[src/rtl/smute_pkg.sv]
package smute_pkg;

  typedef enum logic {
    MODE_MANUAL = 1'b0,
    MODE_AUTO   = 1'b1
  } sm_mode_e;

  typedef enum logic [1:0] {
    DIR_HOLD = 2'b00,
    DIR_UP   = 2'b01,
    DIR_DOWN = 2'b10
  } sm_dir_e;

endpackage

[src/rtl/smute_gain_ctrl.sv]
module smute_gain_ctrl
  import smute_pkg::*;
#(
  parameter int FRAC_BITS   = 10,
  parameter int HOLD_FRAMES = 4410,
  localparam int UNITY      = 1 << FRAC_BITS,
  localparam int GAIN_W     = FRAC_BITS + 1,
  localparam int HOLD_W     = $clog2(HOLD_FRAMES + 1)
) (
  input  logic              clk,
  input  logic              pdn_n,
  input  logic              mode_auto,
  input  logic              mute_req,
  input  logic              frame_stb,
  output logic [GAIN_W-1:0] gain_q,
  output logic [GAIN_W-1:0] gain_nxt,
  output sm_mode_e          mode_q,
  output logic              hold_active,
  output logic              step_up,
  output logic              step_down
);

  logic [HOLD_W-1:0] hold_cnt;
  sm_dir_e           dir;
  logic              at_top;
  logic              at_floor;

  assign at_top   = (gain_q == GAIN_W'(UNITY));
  assign at_floor = (gain_q == '0);

  // Hold-off only exists in auto-recovery mode
  assign hold_active = (mode_q == MODE_AUTO) && (hold_cnt < HOLD_W'(HOLD_FRAMES));

  always_comb begin
    if (hold_active)                dir = DIR_HOLD;
    else if (mode_q == MODE_AUTO)   dir = DIR_UP;
    else if (mute_req)              dir = DIR_DOWN;
    else                            dir = DIR_UP;
  end

  assign step_up   = frame_stb && (dir == DIR_UP)   && !at_top;
  assign step_down = frame_stb && (dir == DIR_DOWN) && !at_floor;

  always_comb begin
    gain_nxt = gain_q;
    if (step_up)        gain_nxt = gain_q + GAIN_W'(1);
    else if (step_down) gain_nxt = gain_q - GAIN_W'(1);
  end

  always_ff @(posedge clk) begin
    if (!pdn_n) begin
      gain_q   <= '0;
      hold_cnt <= '0;
      mode_q   <= mode_auto ? MODE_AUTO : MODE_MANUAL;
    end else begin
      gain_q <= gain_nxt;
      if (frame_stb && hold_active) hold_cnt <= hold_cnt + HOLD_W'(1);
    end
  end

endmodule

[src/rtl/smute_scaler.sv]
module smute_scaler #(
  parameter int DATA_W    = 24,
  parameter int FRAC_BITS = 10,
  localparam int GAIN_W   = FRAC_BITS + 1,
  localparam int PROD_W   = DATA_W + GAIN_W + 1,
  localparam int ROUND    = 1 << (FRAC_BITS - 1)
) (
  input  logic                     clk,
  input  logic                     pdn_n,
  input  logic                     frame_stb,
  input  logic [GAIN_W-1:0]        gain,
  input  logic signed [DATA_W-1:0] smp_in,
  output logic signed [DATA_W-1:0] smp_out
);

  // Multiply by gain, add half a unit, arithmetic shift (floor)
  function automatic logic signed [DATA_W-1:0] apply_gain(
    input logic signed [DATA_W-1:0] s,
    input logic [GAIN_W-1:0]        g
  );
    logic signed [PROD_W-1:0] p;
    logic signed [PROD_W-1:0] q;
    p = PROD_W'(s) * $signed({1'b0, g});
    p = p + $signed(PROD_W'(ROUND));
    q = p >>> FRAC_BITS;
    return q[DATA_W-1:0];
  endfunction

  always_ff @(posedge clk) begin
    if (!pdn_n)         smp_out <= '0;
    else if (frame_stb) smp_out <= apply_gain(smp_in, gain);
  end

endmodule

[src/rtl/smute_top.sv]
module smute_top
  import smute_pkg::*;
#(
  parameter int DATA_W      = 24,
  parameter int FRAC_BITS   = 10,
  parameter int HOLD_FRAMES = 4410
) (
  input  logic              clk,
  input  logic              pdn_n,
  input  logic              mode_auto,
  input  logic              mute_req,
  input  logic              frame_stb,
  input  logic [DATA_W-1:0] in_left,
  input  logic [DATA_W-1:0] in_right,
  output logic [DATA_W-1:0] out_left,
  output logic [DATA_W-1:0] out_right,
  output logic              muted
);

  localparam int GAIN_W = FRAC_BITS + 1;
  localparam int NUM_CH = 2;

  logic [GAIN_W-1:0] gain_q;
  logic [GAIN_W-1:0] gain_nxt;
  sm_mode_e          mode_q;
  logic              hold_active;
  logic              step_up;
  logic              step_down;

  logic signed [DATA_W-1:0] ch_in  [NUM_CH];
  logic signed [DATA_W-1:0] ch_out [NUM_CH];

  smute_gain_ctrl #(
    .FRAC_BITS  (FRAC_BITS),
    .HOLD_FRAMES(HOLD_FRAMES)
  ) u_gain (
    .clk        (clk),
    .pdn_n      (pdn_n),
    .mode_auto  (mode_auto),
    .mute_req   (mute_req),
    .frame_stb  (frame_stb),
    .gain_q     (gain_q),
    .gain_nxt   (gain_nxt),
    .mode_q     (mode_q),
    .hold_active(hold_active),
    .step_up    (step_up),
    .step_down  (step_down)
  );

  assign ch_in[0] = $signed(in_left);
  assign ch_in[1] = $signed(in_right);

  for (genvar c = 0; c < NUM_CH; c++) begin : g_ch
    smute_scaler #(
      .DATA_W   (DATA_W),
      .FRAC_BITS(FRAC_BITS)
    ) u_scl (
      .clk      (clk),
      .pdn_n    (pdn_n),
      .frame_stb(frame_stb),
      .gain     (gain_nxt),
      .smp_in   (ch_in[c]),
      .smp_out  (ch_out[c])
    );
  end

  assign out_left  = ch_out[0];
  assign out_right = ch_out[1];
  assign muted     = (gain_q == '0);

endmodule

[config.mk]
export PLATFORM = sky130hd
export DESIGN_NAME = smute_top
export DESIGN_NICKNAME = d
export VERILOG_FILES = /design/src/rtl/smute_pkg.sv /design/src/rtl/smute_gain_ctrl.sv /design/src/rtl/smute_scaler.sv /design/src/rtl/smute_top.sv
export SDC_FILE = /design/constraint.sdc
export NUM_CORES = 1
export LEC_CHECK = 0
export ABC_AREA = 0
export CAP_MARGIN = 15
export CELL_PAD_IN_SITES_DETAIL_PLACEMENT = 0
export CELL_PAD_IN_SITES_GLOBAL_PLACEMENT = 1
export CORE_MARGIN = 1
export CORE_UTILIZATION = 45
export CTS_CLUSTER_DIAMETER = 150
export CTS_CLUSTER_SIZE = 40
export DETAILED_ROUTE_END_ITERATION = 8
export DONT_BUFFER_PORTS = 1
export MAX_ROUTING_LAYER = met4
export PLACE_DENSITY_LB_ADDON = 0.05
export SETUP_SLACK_MARGIN = 0.3
export SLEW_MARGIN = 20
export SYNTH_ARGS = -nofsm -noshare
export SYNTH_HDL_FRONTEND = slang
export SYNTH_HIERARCHICAL = 1
export SYNTH_SLANG_ARGS = --single-unit
[constraint.sdc]
create_clock -name clk -period 10.4 [get_ports clk]
set_clock_uncertainty 0.1 [all_clocks]
set_input_delay 1.56 -clock clk [delete_from_list [all_inputs] [get_ports clk]]
set_output_delay 1.56 -clock clk [all_outputs]
set_load 0.005 [all_outputs]
## Word-level counts from Yosys, hierarchy flattened

Index checks and enable logic that the tools add are counted.

- Bits in registers: 73
- Output and inout bits: 49
- Logic and storage cells: 31

- Add/sub/neg operators: 5
- Multiply operators: 2
- Magnitude comparators: 1
- Equal/unequal tests: 3
- Mux-type cells: 6
- Reductions and logical operators: 9

Operator list:

| cell | number |
|---|---|
| adder 34 x 11 -> 34 bit (second input constant) | 2 |
| multiplier 24 x 12 -> 34 bit | 2 |
| 2-to-1 mux 11 bit | 2 |
| adder 13 x 1 -> 13 bit (second input constant) | 1 |
| less-than comparator 13 bit (second input constant) | 1 |
| adder 11 x 1 -> 11 bit (second input constant) | 1 |
| == test 11 bit (second input constant) | 1 |
| zero test 11 bit | 1 |
| subtractor 11 x 1 -> 11 bit (second input constant) | 1 |
| logical AND 1 bit | 6 |
| 2-to-1 mux 2 bit | 3 |
| == test 2 x 1 -> 1 bit (second input constant) | 1 |
| == test 2 bit (second input constant) | 1 |
| zero test 1 bit | 2 |
| 2-to-1 mux 1 bit | 1 |

## Longest topological paths before layout

Gate-level depths: netlist (run 1).

- Depth in word-level cells: 10
- Gate-level depth with buffers: 29
- Depth with buffers taken out: 28

## Modules after synthesis

The synthesis (run 1) kept the hierarchy.

By module, submodules not included:

| module | times used | cells an instance | area an instance (µm²) |
|---|---|---|---|
| smute_scaler (g_ch[1].u_scl) | 1 | 1,141 | 10,073.4 |
| smute_scaler (g_ch[0].u_scl) | 1 | 1,118 | 10,040.9 |
| smute_gain_ctrl | 1 | 195 | 1,615.3 |
| smute_top | 1 | 4 | 23.8 |

## Worst setup path after synthesis (run 1)

OpenSTA, ideal clock, no wires.

- Path kind: input port to flip-flop
- Start point: input port mute_req
- End point: register g_ch[0].u_scl.smp_out[18]
- Arrival: 8,017 ps
- Required time: 10,238 ps
- Path slack: 2,221 ps
- Stages: 24
- Path through: nor2b_1 nand2_1 or4_4 o22ai_2 xor2_1 clkbuf_1 nand2_1 fa_1 inv_1 fa_1 fa_1 fa_1 inv_1 fa_1 inv_1 ha_1 o21ai_0 o211ai_1 a311oi_2 o31ai_4 a31oi_4 nand2b_4 a2111o_1 nand3_1

- Word-level cells in the longest chain between the ends: 10
- Elaborated cells between the ends (all ways): 13
- Classes of those cells: add/sub: 1; mul: 1; eq/ne: 2; mux: 5; reduce/logical: 4

Ends and longest elaborated chain:

| item | line | text |
|---|---|---|
| start: declaration | smute_top.sv:11 | `input logic mute_req,` |
| 2-to-1 mux 2 bit * | smute_gain_ctrl.sv:37 | `else if (mute_req) dir = DIR_DOWN;` |
| 2-to-1 mux 2 bit * | smute_gain_ctrl.sv:36 | `else if (mode_q == MODE_AUTO) dir = DIR_UP;` |
| 2-to-1 mux 2 bit * | smute_gain_ctrl.sv:35 | `if (hold_active) dir = DIR_HOLD;` |
| == test 2 bit | smute_gain_ctrl.sv:42 | `assign step_down = frame_stb && (dir == DIR_DOWN) && !at_floor;` |
| logical AND 1 bit (2 in series) | smute_gain_ctrl.sv:42 |  |
| 2-to-1 mux 11 bit | smute_gain_ctrl.sv:47 | `else if (step_down) gain_nxt = gain_q - GAIN_W'(1);` |
| 2-to-1 mux 11 bit * | smute_gain_ctrl.sv:46 | `if (step_up) gain_nxt = gain_q + GAIN_W'(1);` |
| net gain_nxt[7] | smute_top.sv:24 | `logic [GAIN_W-1:0] gain_nxt;` |
| multiplier 24 x 12 -> 34 bit * | smute_scaler.sv:23 | `p = PROD_W'(s) * $signed({1'b0, g});` |
| adder 34 x 11 -> 34 bit * | smute_scaler.sv:24 | `p = p + $signed(PROD_W'(ROUND));` |
| end signal: assignment | smute_scaler.sv:31 | `else if (frame_stb) smp_out <= apply_gain(smp_in, gain);` |
| end: declaration | smute_scaler.sv:13 | `output logic signed [DATA_W-1:0] smp_out` |

The timed path passes the listed nets; every way through them passes the cells marked *.
A chain may end at the register's enable or synchronous reset.

## Final worst setup path (run 1)

- Start point: input port mute_req
- End point: register g_ch[1].u_scl.smp_out[23]

- Word-level cells in the longest chain between the ends: 10
- Elaborated cells between the ends (all ways): 13
- Classes of those cells: add/sub: 1; mul: 1; eq/ne: 2; mux: 5; reduce/logical: 4

Ends and longest elaborated chain:

| item | line |
|---|---|
| 2-to-1 mux 2 bit * | smute_gain_ctrl.sv:37 |
| 2-to-1 mux 2 bit * | smute_gain_ctrl.sv:36 |
| 2-to-1 mux 2 bit * | smute_gain_ctrl.sv:35 |
| == test 2 bit | smute_gain_ctrl.sv:42 |
| logical AND 1 bit (2 in series) | smute_gain_ctrl.sv:42 |
| 2-to-1 mux 11 bit | smute_gain_ctrl.sv:47 |
| 2-to-1 mux 11 bit * | smute_gain_ctrl.sv:46 |
| net gain_nxt[7] | smute_top.sv:24 |
| multiplier 24 x 12 -> 34 bit * | smute_scaler.sv:23 |
| adder 34 x 11 -> 34 bit * | smute_scaler.sv:24 |
| end signal: assignment | smute_scaler.sv:31 |
| end: declaration | smute_scaler.sv:13 |

Marks and branches as above.

==> qor.yml, run 1 <==
clock_network:
  postCtsSetupRepairBufs: 0
  cts_resized: 0
  ctsHtreeMaxLevel: 3
  cts_tree: "done"
  holdBufCountCts: 0
  clk_pin_slew_ps: 60
  cts_buffer_depth: 2
  clock-sinks: 73
  cts_buffers: 9
  root_buffer: "clkbuf_16"
  clkLatencyLatePin_ps: 350
global_route:
  antenna_found_initial: 0
  grt_use_met1_pct: 29.7
  grt_util_met2_pct: 39.6
  grt-ovfl-total: 0
  gr-max-usage-layer: "met2"
  use_met3_pct: 4.37
  grt_pass1_vias: 16500
  grt_first_pass_wirelength_um: 88400
  grt_max_degree: 71
  track_usage_pct: 23.6
die:
  rows: 80
  dieArea_um2: 49200
  die_y_um: 222
  die_w_um: 222
  io_pins: 102
  initial_core_util_pct: 45.5
  core_um2: 47700
routing:
  wl_um: 54000
  drtAntennaViolNets: 0
  drc_errors: 0
  drt_iter0_drc: 598
  wl_per_cell_um: 18.1
  vias: 15600
  viasPerCell: 5.23
  first_pass_iters: 5
finish:
  fin_nets: 3047
  drive_gt1_share_pct: 3.59
  fin_util_pct: 47.2
  fill_cells: 4706
  syn2layout_area_growth_pct: 3.62
timing:
  finalSetupViolCount: 0
  worst_pin_slew_ps: 1090
  rsz0062_at_grt: "false"
  final_hold_viol_count: 0
  fmax_ghz: 0.117
  drv_slew: 0
  slew-limit-headroom_pct: 27.0
  setup_slack_ps: 1820
  finalCritPeriodShare_pct: 82.5
  fin_setup_tns_ps: 0
  period_needed_ps: 8580
placement:
  hpwl_um: 43400
  post-place-ws_ps: 1510
  port_buffers: 0
  gp_congestion: 0.847
synth:
  synth_cells: 2457
  avgSynthCellArea_um2: 8.85
  yosysWarningCount: 6
  netlist_area_um2: 21700
  syn_nets: 3141
setup_path:
  r2r_start: "u_gain/gain_q[0]"
  r2r_cells: 24
  reg2reg_slack_ps: 2160
  cp-startpoint: "mute_req"
  crit_type: "primary input to register"
  required_ps: 10540
  cp-end-kind: "register"
  arrival_ps: 8720
  worst-path-max-fanout: 25
  r2r_end: "g_ch[1].u_scl/smp_out[23]"
  startpoint_type: "primary input"
min_path:
  whs_path_depth: 2
  hold_start: "g_ch[0].u_scl/smp_out[19]"
  hold_end: "g_ch[0].u_scl/smp_out[19]"
  hp-class: "register to register"
power:
  p_leak_nw: 11.0
  power_density_nw_per_um2: 145
  ir_drop_mv: 0.0788
run:
  max-cap-violations: 0
run_status:
  status: "complete, no violations"
state kept, by name (all words and copies together) (netlist names):
signal              count
u_gain/hold_cnt        13
g_ch.u_scl/smp_out     48
u_gain/gain_q          11
u_gain/mode_q           1
cell type report:
type	instances	area [um2]	share of cell area (%)
clock inverters	5	56.3	0.250
multi-input cells	1714	17800	79.1
inverters	550	2060	9.16
clock buffers	11	243	1.08
well taps	615	769	3.41
repair buffers	15	113	0.500
flip-flops and latches	73	1470	6.53
diodes	1	2.50	0.0111
worst max path at each step:
stage	endpoint	cells past startpoint
final	g_ch[1].u_scl/smp_out[23]	22
after global routing	g_ch[1].u_scl/smp_out[21]	22
after CTS	g_ch[1].u_scl/smp_out[23]	22
after detailed placement	g_ch[1].u_scl/smp_out[21]	23
after global placement	g_ch[1].u_scl/smp_out[23]	22
after floorplan	g_ch[0].u_scl/smp_out[18]	24
worst max-delay path, cell delays in order:
cell and delay, ps:
nor2b_1 280, nand2_1 120, or4_4 540, o22ai_2 300, xor2_4 660, buf_4 440
and2_1 200, fa_1 440, fa_1 570, fa_1 440, fa_1 490, inv_1 50
fa_1 470, inv_1 40, ha_1 310, o21a_1 210, o21ai_1 330, and2b_1 340
o31ai_4 130, o21a_4 250, a2111o_1 370, o211a_1 140
placed cells by master (no fill, tap or decap), types with 13 or more instances in the layout:
| cell | count |
|---|---|
| nand3_1 | 38 |
| or3_1 | 15 |
| nand2_1 | 323 |
| ha_1 | 183 |
| and2_1 | 256 |
| mux2i_1 | 27 |
| a21o_1 | 13 |
| nand4_1 | 15 |
| nor2b_1 | 17 |
| o21ai_0 | 32 |
| a21oi_1 | 47 |
| inv_1 | 549 |
| xor2_1 | 23 |
| dfxtp_1 | 72 |
| fa_1 | 448 |
| buf_4 | 15 |
| xnor2_1 | 33 |
| nor2_1 | 47 |
| nor3_1 | 14 |
where the power goes:
group	internal, W	switching (W)	total (W)
registers	0.000359	0.0000995	0.000458
clock network	0.000192	0.000135	0.000328
logic	0.00100	0.00148	0.00248
stage by stage:
stage	cell area, um2	total power, W	hold slack [ps]	std cells
after detailed placement	22200	0.00299	392	2967
final	22500	0.00327	401	2984
after floorplan	21700	0.00239	349	2457
after global placement	22200	0.00296	384	2967
after global routing	22500	0.00369	437	2983
after CTS	22500	0.00334	404	2983
per-layer routing:
layer	vias up	wire [um]	part of all wire (%)
met5	-	0	0
met4	0	1110	2.1
met3	53	2560	4.7
met2	231	27000	50
met1	8078	23300	43
li1	7250	-	-
Note: power is estimated with default switching activity, not from simulation.
==> run 2, diff against run 1 <==
==> constraint.sdc (replaced) <==
create_clock -name clk -period 7 [get_ports clk]
set_clock_uncertainty 0.1 [all_clocks]
set_input_delay 1.05 -clock clk [delete_from_list [all_inputs] [get_ports clk]]
set_output_delay 1.05 -clock clk [all_outputs]
set_load 0.005 [all_outputs]
==> run 2 against run 1 <==
  * The run now ends with setup timing left
  * Non-clock buffer count rose by 283
  * Die area did not move
  * Register-to-register slack got worse by 2100 ps
==> qor.yml, run 2 (same netlist as run 1, synthesis figures left out) <==
run_status:
  status: "finished with violations"
  failed_checks: "setup timing"
setup_path:
  r2r_cells: 25  # +4.2%
  arrival_ps: 7160  # -1560 ps
  crit_type: "primary input to register"
  reg2reg_slack_ps: 50  # -2110 ps
  worst-path-max-fanout: 5  # -80%
  cp-end-kind: "register"
  crit_chain: "nor2b_4 > buf_6 > nand4_1 > nor4_2 > a21oi_2 > xnor2_4 > buf_4 > clkbuf_16 > buf_4 > and2_1 > fa_1 > inv_2 > fa_1 > inv_1 > fa_2 > fa_1 > fa_1 > ha_4 > a211o_1 > a21oi_4 > a2111o_1 > a21oi_1 > or4_1 > a32o_1"
  required_ps: 7150  # -3390 ps
  r2r_start: "u_gain/gain_q[1]"
  crit_slowest_cell: "fa_1"
  critPathMaxStageDelay_ps: 540  # -120 ps
  startpoint_type: "primary input"
  r2r_end: "g_ch[1].u_scl/smp_out[21]"
  timing.critical_path.mode_cell: "fa_1"
die:
  initial_core_util_pct: 45.5  # unchanged
  die_w_um: 222  # unchanged
  dieArea_um2: 49200  # unchanged
  io_pins: 102  # unchanged
  die_y_um: 222  # unchanged
  core_um2: 47700  # unchanged
  rows: 80  # unchanged
timing:
  slew-limit-headroom_pct: 55.7  # +29 points
  period_needed_ps: 7000
  final_hold_viol_count: 0  # unchanged
  drv_slew: 0  # unchanged
  worst_pin_slew_ps: 663  # -431 ps
  finalCritPeriodShare_pct: 100
  fmax_ghz: 0.143
  fin_hold_ws_ps: 389  # -12.0 ps
  rsz0062_at_grt: "true"
  finalSetupViolCount: 1  # +1
  setup_slack_ps: -3.35  # -1830 ps
global_route:
  track_usage_pct: 26.8  # +3.2 points
  grt_max_degree: 71  # unchanged
  grt_pass1_vias: 18200  # +10%
  grt_first_pass_wirelength_um: 100000  # +13%
  grt-ovfl-total: 0  # unchanged
  antenna_found_initial: 0  # unchanged
clock_network:
  cts_buffer_depth: 2  # unchanged
  clkLatencyLatePin_ps: 350  # about the same
  cts_tree: "done"
  holdBufCountCts: 0  # unchanged
  clock-sinks: 73  # unchanged
  ctsHtreeMaxLevel: 3  # unchanged
  cts_buffers: 9  # unchanged
  root_buffer: "clkbuf_16"
  clk_pin_slew_ps: 70  # about the same
finish:
  drive_gt1_share_pct: 18.9  # +15 points
  fill_cells: 4370  # -7.1%
  antenna_cells: 0  # -1
  syn2layout_area_growth_pct: 20.0
  fin_util_pct: 54.6  # +7.4 points
  stdcell_area_um2: 26100  # +16%
  final_cell_mix: "525 x inv_1, 438 x fa_1, 310 x nand2_1, 254 x and2_1, 251 x buf_4"
  final_common_cell: "inv_1"
  fin_nets: 3330  # +9.3%
  top_register: "g_ch.u_scl/smp_out"
  top_regs: "g_ch.u_scl/smp_out: 48 flops, u_gain/hold_cnt: 13 flops, u_gain/gain_q: 11 flops"
  largest_register_ffs: 48  # unchanged
placement:
  placed_area_um2: 24700  # +11%
  gp_congestion: 0.870  # +2.7%
  port_buffers: 0  # unchanged
  hpwl_um: 48900  # +13%
power:
  p_sw_share_pct: 49.0  # -3.5 points
  ir_drop_mv: 0.245  # +210%
  power_switching_w: 0.00318  # +85%
  power.share.combinational_pct: 82.6  # +6.7 points
  p_int_w: 0.00331  # +110%
  pwr-share-seq_pct: 10.1  # -3.9 points
  p_leak_nw: 12.6  # +14%
  power_density_nw_per_um2: 249  # +72%
  clkPwrFrac_pct: 7.3  # -2.7 points
routing:
  viasPerCell: 5.10  # -2.5%
  wl_per_cell_um: 18.5  # +2.5%
  drc_errors: 0  # unchanged
  drt_iter0_drc: 679  # +14%
  first_pass_iters: 5  # unchanged
  wl_um: 60500  # +12%
  vias: 16700  # +6.7%
  drtAntennaViolNets: 0  # unchanged
min_path:
  hp-class: "register to register"
  hold_start: "g_ch[1].u_scl/smp_out[10]"
  hold_end: "g_ch[1].u_scl/smp_out[10]"
  whs_path_depth: 2  # unchanged
run:
  max-cap-violations: 0  # unchanged
run 2: changes by cell type in the layout (fill, tap and decap cells not counted), sizes merged:
cell and change:
inv +4, clkbuf -1, bufinv -1, diode -1
clkinvlp +2, buf +282, clkinv -3
run 2: area by class of cell:
type,count,area [um2],area share (%)
timing repair buffer,298,2730,10.5
sequential,73,1470,5.65
clock inverter,7,62.6,0.240
inverter,550,2060,7.91
tap,615,769,2.95
clock buffer,9,225,0.863
multi-input combinational,1714,18800,71.9
run 2: worst max-delay path by stage:
stage                     startpoint                         to  slack, ps  cells past startpoint
final                       mute_req  g_ch[1].u_scl/smp_out[21]         -3                     24
after global routing        mute_req  g_ch[1].u_scl/smp_out[21]       -200                     24
after floorplan             mute_req  g_ch[1].u_scl/smp_out[21]         20                     24
after detailed placement    mute_req  g_ch[0].u_scl/smp_out[17]       -590                     26
after global placement      mute_req  g_ch[0].u_scl/smp_out[17]       -550                     26
after CTS                   mute_req  g_ch[0].u_scl/smp_out[17]         20                     26
run 2: layer usage:
layer	routed length [um]	global-route usage, %
met5	0	-
met4	1160	5.87
met2	30400	45.7
met3	2340	2.88
met1	26600	34.4
run 2: power groups by stage:
stage          logic (W)  registers, W  clock network, W
2_1_floorplan    0.00323      0.000608                 0
4_1_cts          0.00523      0.000663          0.000487
5_1_grt          0.00605      0.000669          0.000500
3_5_place_dp     0.00494      0.000671                 0
6_report         0.00536      0.000658          0.000472
3_3_place_gp     0.00492      0.000670                 0
run 2: stage by stage:
stage               std cells  worst slack (ps)  setup TNS [ps]  total power, W
global route             3266              -195           -2770         0.00722
global placement         3192              -550           -5180         0.00559
detailed placement       3192              -590           -6010         0.00561
floorplan                2457              20.5               0         0.00384
CTS                      3239              18.7               0         0.00638
finish                   3266             -3.35           -3.35         0.00649
run 2: worst max-delay path, delay by kind of cell:
family / cells / cell delay (ps)
buffers and inverters: 6 / 660
AO/OA/AOI/OAI: 6 / 1180
adder cells (fa/ha/maj): 6 / 2790
AND/OR/NAND/NOR: 5 / 1260
XOR/XNOR: 1 / 180
run 2: timing repair:
item / 4_1_cts / 5_1_grt
setup endpoints to repair: 38 / 43
buffers inserted: 30 / 26
cloned: 1 / 1
pin swaps: 54 / 52
gates resized for setup: 56 / 72
